===== config.mk =====
export PLATFORM = sky130hd
export DESIGN_NAME = ptag_filter
export DESIGN_NICKNAME = d
export VERILOG_FILES = /design/src/rtl/ptf_pkg.sv /design/src/rtl/ptf_array.sv /design/src/rtl/ptf_ctrl.sv /design/src/rtl/ptag_filter.sv
export SDC_FILE = /design/constraint.sdc
export NUM_CORES = 1
export LEC_CHECK = 0
export CORE_MARGIN = 2
export CORE_UTILIZATION = 40
export DETAILED_ROUTE_END_ITERATION = 12
export DONT_BUFFER_PORTS = 1
export GPL_TIMING_DRIVEN = 0
export PLACE_DENSITY = 0.52
export SLEW_MARGIN = 20
export SYNTH_ARGS = -nofsm -noshare
export SYNTH_HDL_FRONTEND = slang
export SYNTH_SLANG_ARGS = --single-unit

===== constraint.sdc =====
create_clock -name clk -period 5.4 [get_ports clk]
set_input_delay 0.54 -clock clk [delete_from_list [all_inputs] [get_ports clk]]
set_output_delay 0.54 -clock clk [all_outputs]
set_load 0.02 [all_outputs]

===== src/rtl/ptf_pkg.sv =====
package ptf_pkg;

    typedef enum logic [1:0] {
        UPD_NONE = 2'd0,
        UPD_FILL = 2'd1,
        UPD_SWAP = 2'd2,
        UPD_DROP = 2'd3
    } upd_op_e;

    typedef enum logic [1:0] {
        ST_IDLE = 2'd0,
        ST_CMP  = 2'd1,
        ST_WAIT = 2'd2
    } fsm_e;

endpackage


===== src/rtl/ptf_array.sv =====
module ptf_array
    import ptf_pkg::*;
#(
    parameter int SETS   = 8,
    parameter int WAYS   = 4,
    parameter int PTAG_W = 6,
    localparam int SET_W = $clog2(SETS),
    localparam int WAY_W = $clog2(WAYS)
) (
    input  logic              clk,
    input  logic              rst_n,
    input  upd_op_e           upd_op,
    input  logic [SET_W-1:0]  upd_set,
    input  logic [WAY_W-1:0]  upd_way,
    input  logic [PTAG_W-1:0] upd_ptag,
    input  logic [SET_W-1:0]  cmp_set,
    input  logic [PTAG_W-1:0] cmp_ptag,
    output logic [WAYS-1:0]   cmp_match
);

    localparam int FAR = WAYS - 1;
    localparam logic [WAY_W-1:0] ONE_W = WAY_W'(1);

    logic [SETS-1:0][WAYS-1:0] vld_q;
    logic [PTAG_W-1:0]         tag_q [SETS][WAYS];
    logic [WAY_W-1:0]          way_lo;

    assign way_lo = upd_way - ONE_W;

    // valid flags: reset to all-invalid
    always_ff @(posedge clk) begin
        if (!rst_n) begin
            vld_q <= '0;
        end else begin
            case (upd_op)
                UPD_FILL: vld_q[upd_set][FAR] <= 1'b1;
                UPD_SWAP: begin
                    if (upd_way != '0) begin
                        vld_q[upd_set][upd_way] <= vld_q[upd_set][way_lo];
                        vld_q[upd_set][way_lo]  <= vld_q[upd_set][upd_way];
                    end
                end
                UPD_DROP: vld_q[upd_set][upd_way] <= 1'b0;
                default: ;
            endcase
        end
    end

    // tag storage: no reset needed, guarded by valid flags
    always_ff @(posedge clk) begin
        case (upd_op)
            UPD_FILL: tag_q[upd_set][FAR] <= upd_ptag;
            UPD_SWAP: begin
                if (upd_way != '0) begin
                    tag_q[upd_set][upd_way] <= tag_q[upd_set][way_lo];
                    tag_q[upd_set][way_lo]  <= tag_q[upd_set][upd_way];
                end
            end
            default: ;
        endcase
    end

    for (genvar w = 0; w < WAYS; w++) begin : g_cmp
        assign cmp_match[w] = vld_q[cmp_set][w] && (tag_q[cmp_set][w] == cmp_ptag);
    end

    assert_reset_invalid_R1: assert property (@(posedge clk) disable iff (!rst_n)
        $past(!rst_n) |-> (vld_q == '0));

    assert_fill_far_R4: assert property (@(posedge clk) disable iff (!rst_n)
        (upd_op == UPD_FILL) |=> vld_q[$past(upd_set)][FAR]);

    assert_drop_clears_R6: assert property (@(posedge clk) disable iff (!rst_n)
        (upd_op == UPD_DROP) |=> !vld_q[$past(upd_set)][$past(upd_way)]);

endmodule


===== src/rtl/ptf_ctrl.sv =====
module ptf_ctrl
    import ptf_pkg::*;
#(
    parameter int SETS   = 8,
    parameter int WAYS   = 4,
    parameter int PTAG_W = 6,
    localparam int SET_W = $clog2(SETS),
    localparam int WAY_W = $clog2(WAYS)
) (
    input  logic              clk,
    input  logic              rst_n,
    input  logic              lk_valid,
    input  logic              lk_energy,
    input  logic [SET_W-1:0]  lk_set,
    input  logic [PTAG_W-1:0] lk_ptag,
    input  logic              near_valid,
    input  logic              near_hit,
    input  upd_op_e           upd_op,
    input  logic [SET_W-1:0]  upd_set,
    input  logic [WAY_W-1:0]  upd_way,
    input  logic [PTAG_W-1:0] upd_ptag,
    input  logic [WAYS-1:0]   cmp_match,
    output logic [SET_W-1:0]  cmp_set,
    output logic [PTAG_W-1:0] cmp_ptag,
    output logic              lk_ready,
    output logic              res_valid,
    output logic              res_miss,
    output logic [WAYS-1:0]   res_mask
);

    localparam int FAR = WAYS - 1;
    localparam logic [WAY_W-1:0] ONE_W = WAY_W'(1);
    localparam logic [WAYS-1:0] NEAR_BIT = WAYS'(1);

    fsm_e              state_q, state_d;
    logic [SET_W-1:0]  q_set;
    logic [PTAG_W-1:0] q_ptag;
    logic              q_energy;
    logic [WAYS-1:0]   match_q, base, adj;
    logic [WAY_W-1:0]  way_lo;

    assign cmp_set  = q_set;
    assign cmp_ptag = q_ptag;
    assign way_lo   = upd_way - ONE_W;

    // state register
    always_ff @(posedge clk) begin
        if (!rst_n) state_q <= ST_IDLE;
        else        state_q <= state_d;
    end

    // next state
    always_comb begin
        state_d = state_q;
        unique case (state_q)
            ST_IDLE: if (lk_valid) state_d = ST_CMP;
            ST_CMP:  state_d = q_energy ? ST_WAIT : ST_IDLE;
            ST_WAIT: if (near_valid) state_d = ST_IDLE;
            default: state_d = ST_IDLE;
        endcase
    end

    // pending mask follows updates to the looked-up set
    always_comb begin
        base = (state_q == ST_CMP) ? cmp_match : match_q;
        adj  = base;
        if (upd_set == q_set) begin
            case (upd_op)
                UPD_FILL: adj[FAR] = (upd_ptag == q_ptag);
                UPD_SWAP: begin
                    if (upd_way != '0) begin
                        adj[upd_way] = base[way_lo];
                        adj[way_lo]  = base[upd_way];
                    end
                end
                UPD_DROP: adj[upd_way] = 1'b0;
                default: ;
            endcase
        end
    end

    // lookup context
    always_ff @(posedge clk) begin
        if (!rst_n) begin
            q_set    <= '0;
            q_ptag   <= '0;
            q_energy <= 1'b0;
            match_q  <= '0;
        end else begin
            if (state_q == ST_IDLE && lk_valid) begin
                q_set    <= lk_set;
                q_ptag   <= lk_ptag;
                q_energy <= lk_energy;
            end
            if (state_q == ST_CMP || state_q == ST_WAIT) begin
                match_q <= adj;
            end
        end
    end

    // outputs
    always_comb begin
        lk_ready  = 1'b0;
        res_valid = 1'b0;
        res_miss  = 1'b0;
        res_mask  = '0;
        unique case (state_q)
            ST_IDLE: lk_ready = 1'b1;
            ST_CMP: begin
                if (!q_energy) begin
                    res_valid = 1'b1;
                    res_mask  = cmp_match;
                    res_miss  = (cmp_match == '0);
                end
            end
            ST_WAIT: begin
                if (near_valid && !near_hit) begin
                    res_valid = 1'b1;
                    res_mask  = match_q & ~NEAR_BIT;
                    res_miss  = ((match_q & ~NEAR_BIT) == '0);
                end
            end
            default: ;
        endcase
    end

    assert_perf_latency_R2: assert property (@(posedge clk) disable iff (!rst_n)
        (res_valid && !q_energy) |-> $past(lk_valid && lk_ready));

    assert_near_hit_silent_R7: assert property (@(posedge clk) disable iff (!rst_n)
        (near_valid && near_hit && q_energy) |-> !res_valid);

    assert_busy_not_ready_R11: assert property (@(posedge clk) disable iff (!rst_n)
        res_valid |-> !lk_ready);

endmodule


===== src/rtl/ptag_filter.sv =====
module ptag_filter
    import ptf_pkg::*;
#(
    parameter int SETS   = 8,
    parameter int WAYS   = 4,
    parameter int PTAG_W = 6,
    localparam int SET_W = $clog2(SETS),
    localparam int WAY_W = $clog2(WAYS)
) (
    input  logic              clk,
    input  logic              rst_n,
    input  logic              lk_valid,
    input  logic              lk_energy,
    input  logic [SET_W-1:0]  lk_set,
    input  logic [PTAG_W-1:0] lk_ptag,
    output logic              lk_ready,
    input  logic              near_valid,
    input  logic              near_hit,
    input  logic [1:0]        upd_op,
    input  logic [SET_W-1:0]  upd_set,
    input  logic [WAY_W-1:0]  upd_way,
    input  logic [PTAG_W-1:0] upd_ptag,
    output logic              res_valid,
    output logic              res_miss,
    output logic [WAYS-1:0]   res_mask
);

    upd_op_e           op;
    logic [SET_W-1:0]  cmp_set;
    logic [PTAG_W-1:0] cmp_ptag;
    logic [WAYS-1:0]   cmp_match;

    assign op = upd_op_e'(upd_op);

    ptf_array #(.SETS(SETS), .WAYS(WAYS), .PTAG_W(PTAG_W)) u_array (
        .clk      (clk),
        .rst_n    (rst_n),
        .upd_op   (op),
        .upd_set  (upd_set),
        .upd_way  (upd_way),
        .upd_ptag (upd_ptag),
        .cmp_set  (cmp_set),
        .cmp_ptag (cmp_ptag),
        .cmp_match(cmp_match)
    );

    ptf_ctrl #(.SETS(SETS), .WAYS(WAYS), .PTAG_W(PTAG_W)) u_ctrl (
        .clk       (clk),
        .rst_n     (rst_n),
        .lk_valid  (lk_valid),
        .lk_energy (lk_energy),
        .lk_set    (lk_set),
        .lk_ptag   (lk_ptag),
        .near_valid(near_valid),
        .near_hit  (near_hit),
        .upd_op    (op),
        .upd_set   (upd_set),
        .upd_way   (upd_way),
        .upd_ptag  (upd_ptag),
        .cmp_match (cmp_match),
        .cmp_set   (cmp_set),
        .cmp_ptag  (cmp_ptag),
        .lk_ready  (lk_ready),
        .res_valid (res_valid),
        .res_miss  (res_miss),
        .res_mask  (res_mask)
    );

    assert_miss_matches_mask_R3: assert property (@(posedge clk) disable iff (!rst_n)
        res_valid |-> (res_miss == (res_mask == '0)));

endmodule


==> impl_metrics.py, run 1 <==
metrics = {
    "critical_path": {
        "crit_type": "flip-flop to output pin",
        "critical_path.cell_chain": "buf_2 > buf_1 > mux4_2 > mux2i_1 > xnor2_1 > a2111oi_2 > nor4b_1 > nor4_1 > o21a_1",
        "critical_path.endpoint_type": "output pin",
        "cpMaxStageDelayCell": "buf_1",
        "worstPathRequired_ps": 4860,
        "critical_path.n_buffers_inverters": 2,
        "worst-path-max-fanout": 10,
        "crit_family": "buffers and inverters",
        "worst-endpoint-arrival_ps": 4390,
        "worst_setup_path_start_kind": "flip-flop",
        "stage_delay_of_the_slowest_cell_on_the_critical_path_ps": 720,
    },
    "sta": {
        "number_of_pins_exceeding_their_max_slew_limit_in_the_final_report": 0,
        "rsz0062_at_grt": "false",
        "final-hold-violation-count": 0,
        "setup_viol": 0,
        "fin_crit_ps": 4926,
        "post-route-period-util_pct": 91.23,
        "setup-tns-final_ps": 0,
        "worst-slew-pin-transition_ps": 1224,
        "slew_headroom_pct": 18.37,
        "maximum_operating_frequency_mhz": 203.0,
        "finClkSkew_ps": 35.33,
    },
    "synth": {
        "average_footprint_of_a_synthesized_cell_um2": 12.04,
        "netlist_area_um2": 13600,
        "ys_seq_elements": 243,
        "edff_count_synth": 192,
        "netlist_instances": 1129,
        "synth_top_flop_cell": "edfxtp_1",
        "synth.yosys.warnings": 0,
        "synth.lib_cells_used.distinct": 75,
        "synthArstFlopShare_pct": 0,
        "register_area_share_after_synthesis_pct": 49.92,
        "synthesis.nets": 1167,
    },
    "cells_and_area": {
        "sequential_cell_area_um2": 6787,
        "fill_cells": 3124,
        "share_of_post_route_cells_with_drive_strength_above_1_pct": 13.89,
        "finalNetCount": 1197,
        "final_antenna_diode_count": 0,
        "multi_input_comb_area_um2": 6329,
        "area_growth_pct": 10.59,
    },
    "die": {
        "design.core.area_um2": 33530,
        "fp.dieW_um": 188.4,
        "ios": 35,
        "floorplan.initialDensity_pct": 40.54,
        "die_area_um2": 35480,
        "row_cnt": 67,
        "die_h_um": 188.4,
    },
    "routing": {
        "dr_total_vias": 10810,
        "antenna_violating_nets_post_route": 0,
        "detail_route.iter0.violations": 1356,
        "dr.pass1.iters": 5,
        "drc": 0,
        "routed_wire_length_per_instance_um": 31.60,
        "route.final.wire_length_um": 51480,
        "routed_via_density": 6.635,
    },
    "clock_network": {
        "cts_htree_levels": 1,
        "clock_insertion_delay_worst_skew_ps": 600,
        "post_cts.resized_instances": 0,
        "cts.path.max_buffers": 3,
        "postCtsSetupBuffers": 0,
        "path_clk_slew_ps": 60,
        "clock-sinks": 243,
        "cts_made_buffers": 28,
        "cts.hold.buffers_added": 0,
        "cts.root.buffer_cell": "clkbuf_16",
        "tritoncts": "yes",
    },
    "placed_design": {
        "buffer_ports.inserted": 0,
        "hpwl_um": 36240,
        "gpl.final_weighted_congestion": 0.9350,
    },
    "outcome": {
        "outcome": "finished, final reports clean",
    },
    "grt": {
        "grt_pass1_wl_um": 73840,
        "grt_start_max_net_pins": 17,
        "grt_pass1_vias": 10280,
        "grt_remaining_overflow": 0,
        "grt_use_total_pct": 28.81,
        "antenna_found_initial": 0,
    },
    "min_path": {
        "worstHoldPathType": "input port to flip-flop",
    },
    "pwr": {
        "static-leakage-power_nw": 4.673,
        "p_per_area_nw_per_um2": 311.6,
        "largest_vdd_supply_drop_mv": 0.2336,
        "design_power_total_mw": 4.685,
    },
    "flow_run": {
        "maxCapViolations": 0,
    },
}
[through the flow]
stage                     worst slack (ps)  hold WS (ps)  area, um2  utilization [%]  instances
after floorplan                       2068         451.6      13600                -       1129
after CTS                            587.4         107.9      15040            44.84       1629
after global routing                 361.4         123.1      15040            44.84       1629
after global placement               530.8         484.9      14160            42.22       1577
final                                473.5         112.3      15040            44.84       1629
after detailed placement             527.7         489.9      14160            42.24       1577
[where the power goes]
part,total [mW],internal [mW],switching [mW],leakage [nW]
registers,2.14,2.11,0.0303,2.15
logic,0.718,0.239,0.480,2.10
clock network,1.83,0.998,0.832,0.423
total,4.68,3.34,1.34,4.67
[layout make-up]
type / instances / share of cell area (%)
sequential: 243 / 45.14
multi-input combinational: 779 / 42.09
clock buffer: 38 / 5.068
tap: 448 / 3.728
buffer: 93 / 2.904
clock inverter: 14 / 0.7240
inverter: 14 / 0.3495
[flip-flops by register name, summed over array words and instances, names as in the netlist, named ones only]
name	flops
u_array.tag_q	192
u_array.vld_q	32
u_ctrl.cmp_ptag	6
u_ctrl.match_q	4
u_ctrl.cmp_set	3
u_ctrl.state_q	2
u_ctrl.q_energy	1
[final timing paths]
path | cells past startpoint | from | end | slack, ps
min reg2reg | 2 | u_ctrl.q_energy | u_ctrl.q_energy | 500
max | 9 | flip-flop | res_miss | 470
max reg2reg | 10 | flip-flop | u_ctrl.match_q[3] | 1590
min | 2 | lk_energy | u_ctrl.q_energy | 110
[cells in the final DEF, fill, tap and decap left out, drive strengths merged, types with 6 or more instances in the layout]
master    n
a211oi   18
a21boi   12
a21oi    65
a221oi   14
a22o     13
a22oi    71
a31oi     9
and2      9
and3     16
and4     15
buf      43
clkbuf   88
clkinv   11
dfxtp    51
edfxtp  192
ha       10
inv      15
mux2      6
mux2i    63
mux4     69
nand2    92
nand2b    6
nand3    19
nor2     89
nor2b    11
o211ai    8
o21a      7
o21ai    41
o221a    16
o221ai    7
o22ai    10
xnor2    19
xor2      8
[per-layer routing]
layer | vias up | global-route usage [%] | wire length, um
li1 | 4561 | - | -
met1 | 5454 | 38.73 | 20520
met2 | 654 | 45.66 | 23650
met3 | 139 | 5.774 | 4729
met4 | 0 | 12.11 | 2576
met5 | - | 0 | 0
[worst reg2reg max path: cells and delay by family (launching register included)]
family          cells  cell delay, ps
compound gates      3             650
xor+xnor            1             200
buf+inv             3            1300
flops               1             310
mux                 2             860
simple gates        1             380
[Yosys cell counts (4+ instances only)]
cell type,count,share of area [%]
o21ai_1,6,0.22
nand2b_1,6,0.28
inv_1,14,0.39
buf_6,5,0.41
nor2b_1,11,0.51
xnor2_1,19,1.2
o221a_1,16,1.3
dfxtp_1,51,7.5
nand2_1,92,2.5
o311ai_0,4,0.26
a211oi_1,18,0.99
a21oi_1,64,2.4
o211ai_1,8,0.44
o21ai_0,34,1.3
edfxtp_1,192,42
nand4_1,4,0.18
and3_1,16,0.74
mux2i_1,63,4.6
a221oi_1,14,0.90
mux4_2,69,11
a21boi_0,11,0.61
xor2_1,8,0.52
nor3_1,4,0.15
o21a_1,7,0.39
clkbuf_1,50,1.4
or2_2,4,0.18
o22ai_1,9,0.41
and4_1,15,0.97
nand3_1,19,0.70
a22o_1,13,0.84
buf_1,16,0.44
and2_1,9,0.41
ha_1,10,0.92
nor2_1,86,2.4
a22oi_1,70,3.9
mux2_2,5,0.41
o221ai_1,7,0.45
buf_2,19,0.70
a31oi_1,9,0.41
[logic make-up after synthesis]
kind of cell	share of synthesized area (%)
multiplexers	16.57
AO/OA/AOI/OAI	17.16
adder cells (fa/ha/maj)	0.9203
buffers and inverters	3.598
XOR/XNOR	1.739
flip-flops	49.92
AND/OR/NAND/NOR	10.10
(Power assumes the default switching activity.)
==> run 2: changes to the inputs <==
CAP_MARGIN = 40   (was default)
PLACE_DENSITY = 0.54   (was 0.52)
clock period = 4.3 ns   (was 5.4 ns; I/O delays follow)
==> run 2 against run 1 <==
Against the previous run:
- clock power rose by 37%
- register-to-register slack lost 890 ps
- largest power group unchanged
- sequential share of layout area fell by 0.85 points
- critical endpoint is now u_array.tag_q[7][19]
- utilization is 0.86 points higher
- highest routed layer unchanged
- critical path depth grew 1
- wire length is 3.9% lower
- setup slack got worse by 390 ps
- total power is 30% higher
- flip-flop and latch count stayed put
==> impl_metrics.py, run 2 (synthesis gave the netlist of run 1 again) <==
metrics = {
    "grt": {
        "grt_pass1_wl_um": 71230,
        "grt_remaining_overflow": 0,
        "grt_pass1_vias": 10420,
        "grt_use_total_pct": 27.51,
        "antenna_found_initial": 0,
        "grt_start_max_net_pins": 15,
    },
    "placed_design": {
        "placement.setup.worst_slack_ps": -498.7,
        "hpwl_um": 35930,
        "dp_cells": 1587,
        "gpl.final_weighted_congestion": 0.9703,
        "buffer_ports.inserted": 0,
    },
    "critical_path": {
        "worst-path-max-fanout": 12,
        "path_common_cell": "clkbuf_1",
        "worst-endpoint-arrival_ps": 4410,
        "cpMaxStageDelayCell": "nor2_1",
        "crit_type": "input port to flip-flop",
        "critical_path.endpoint_type": "flip-flop",
        "critical_path.cell_chain": "clkbuf_1 > inv_1 > buf_2 > ha_1 > clkbuf_1 > clkbuf_1 > nor2_1 > nand2_1 > clkbuf_1 > nor2_1",
        "worst_setup_path_start_kind": "input port",
        "worstPathRequired_ps": 4490,
        "critical_path.n_buffers_inverters": 6,
        "stage_delay_of_the_slowest_cell_on_the_critical_path_ps": 690,
        "crit_family": "buffers and inverters",
    },
    "sta": {
        "worst-slew-pin-transition_ps": 953.3,
        "fin_crit_ps": 4220,
        "finClkSkew_ps": 10.55,
        "setup-tns-final_ps": 0,
        "worst_slack_ps": 79.94,
        "post-route-period-util_pct": 98.14,
        "slew_headroom_pct": 36.45,
        "setup_viol": 0,
        "rsz0062_at_grt": "true",
        "maximum_operating_frequency_mhz": 237.0,
        "number_of_pins_exceeding_their_max_slew_limit_in_the_final_report": 0,
        "final-hold-violation-count": 0,
    },
    "cells_and_area": {
        "layout.cells.most_common": "edfxtp_1",
        "highest_count_cells_in_the_layout_ignoring_fill_and_taps": "edfxtp_1 (192), nand2_1 (92), nor2_1 (85)",
        "finalNetCount": 1212,
        "max_flop_register": "u_array.tag_q",
        "largest_reg_flops": 192,
        "area_growth_pct": 12.72,
        "final_antenna_diode_count": 0,
        "layout.core_utilization_pct": 45.70,
        "finalNonFillerCells": 1642,
        "fill_cells": 3092,
        "share_of_post_route_cells_with_drive_strength_above_1_pct": 15.08,
    },
    "clock_network": {
        "clock-sinks": 243,
        "cts.path.max_buffers": 3,
        "cts_made_buffers": 27,
        "path_clk_slew_ps": 60,
        "clock_insertion_delay_worst_skew_ps": 560,
        "postCtsSetupBuffers": 0,
        "post_cts.resized_instances": 5,
        "cts.hold.buffers_added": 0,
        "tritoncts": "yes",
        "cts_htree_levels": 1,
        "cts.root.buffer_cell": "clkbuf_16",
    },
    "pwr": {
        "static-leakage-power_nw": 4.797,
        "design_power_total_mw": 6.090,
        "largest_vdd_supply_drop_mv": 0.2974,
        "p_per_area_nw_per_um2": 397.4,
    },
    "routing": {
        "routed_wire_length_per_instance_um": 30.14,
        "drc": 0,
        "antenna_violating_nets_post_route": 0,
        "dr_total_vias": 10770,
        "detail_route.iter0.violations": 1279,
        "routed_via_density": 6.558,
        "dr.pass1.iters": 5,
        "route.final.wire_length_um": 49480,
    },
    "die": {
        "die_h_um": 188.4,
        "row_cnt": 67,
        "die_area_um2": 35480,
        "fp.dieW_um": 188.4,
        "design.core.area_um2": 33530,
        "floorplan.initialDensity_pct": 40.54,
        "ios": 35,
    },
    "flow_run": {
        "maxCapViolations": 0,
    },
    "outcome": {
        "outcome": "finished, final reports clean",
    },
    "min_path": {
        "worstHoldPathType": "input port to flip-flop",
    },
}
## run 2: layout make-up
type                    count  area (um2)  area share [%]
plain buffers              93       454.2           2.964
clock buffers              29       683.2           4.458
clock inverters            20       270.3           1.764
inverters                  14       52.55          0.3429
multi-input cells         779        6356           41.48
flip-flops and latches    243        6787           44.28
well taps                 448       560.5           3.658
repair buffers             16       161.4           1.053
## run 2: metrics by stage
stage                     cell area [um2]  hold slack [ps]
after floorplan                     13600            451.6
after global placement              14160            477.9
after detailed placement            14260            488.3
after CTS                           15230            12.19
after global routing                15320            21.64
final                               15320            19.02
## run 2: metal layers
metal	routed length, um	GRT usage, %	vias to the layer above	part of all wire [%]
met3	5121	6.072	139	10
met2	22820	44.44	674	46
met1	19190	35.93	5388	39
li1	-	-	4568	-
met5	0	0	-	0
met4	2348	11.45	0	4.7
## run 2: power by group
| part | switching [mW] | total [mW] | leakage [nW] | internal (mW) |
|---|---|---|---|---|
| logic | 0.590 | 0.899 | 2.19 | 0.309 |
| clock network | 0.994 | 2.51 | 0.448 | 1.51 |
| registers | 0.0399 | 2.68 | 2.15 | 2.64 |
| total | 1.62 | 6.09 | 4.80 | 4.47 |
## run 2: worst paths after layout
kind	start	endpoint	slack, ps	cells after the start
worst max-delay path	upd_way[0]	u_array.tag_q[7][19]	80	10
worst min-delay path	lk_ptag[5]	u_ctrl.cmp_ptag[5]	20	2
worst max register to register	flip-flop	u_ctrl.match_q[3]	700	10
worst min register to register	u_ctrl.q_energy	u_ctrl.q_energy	500	2
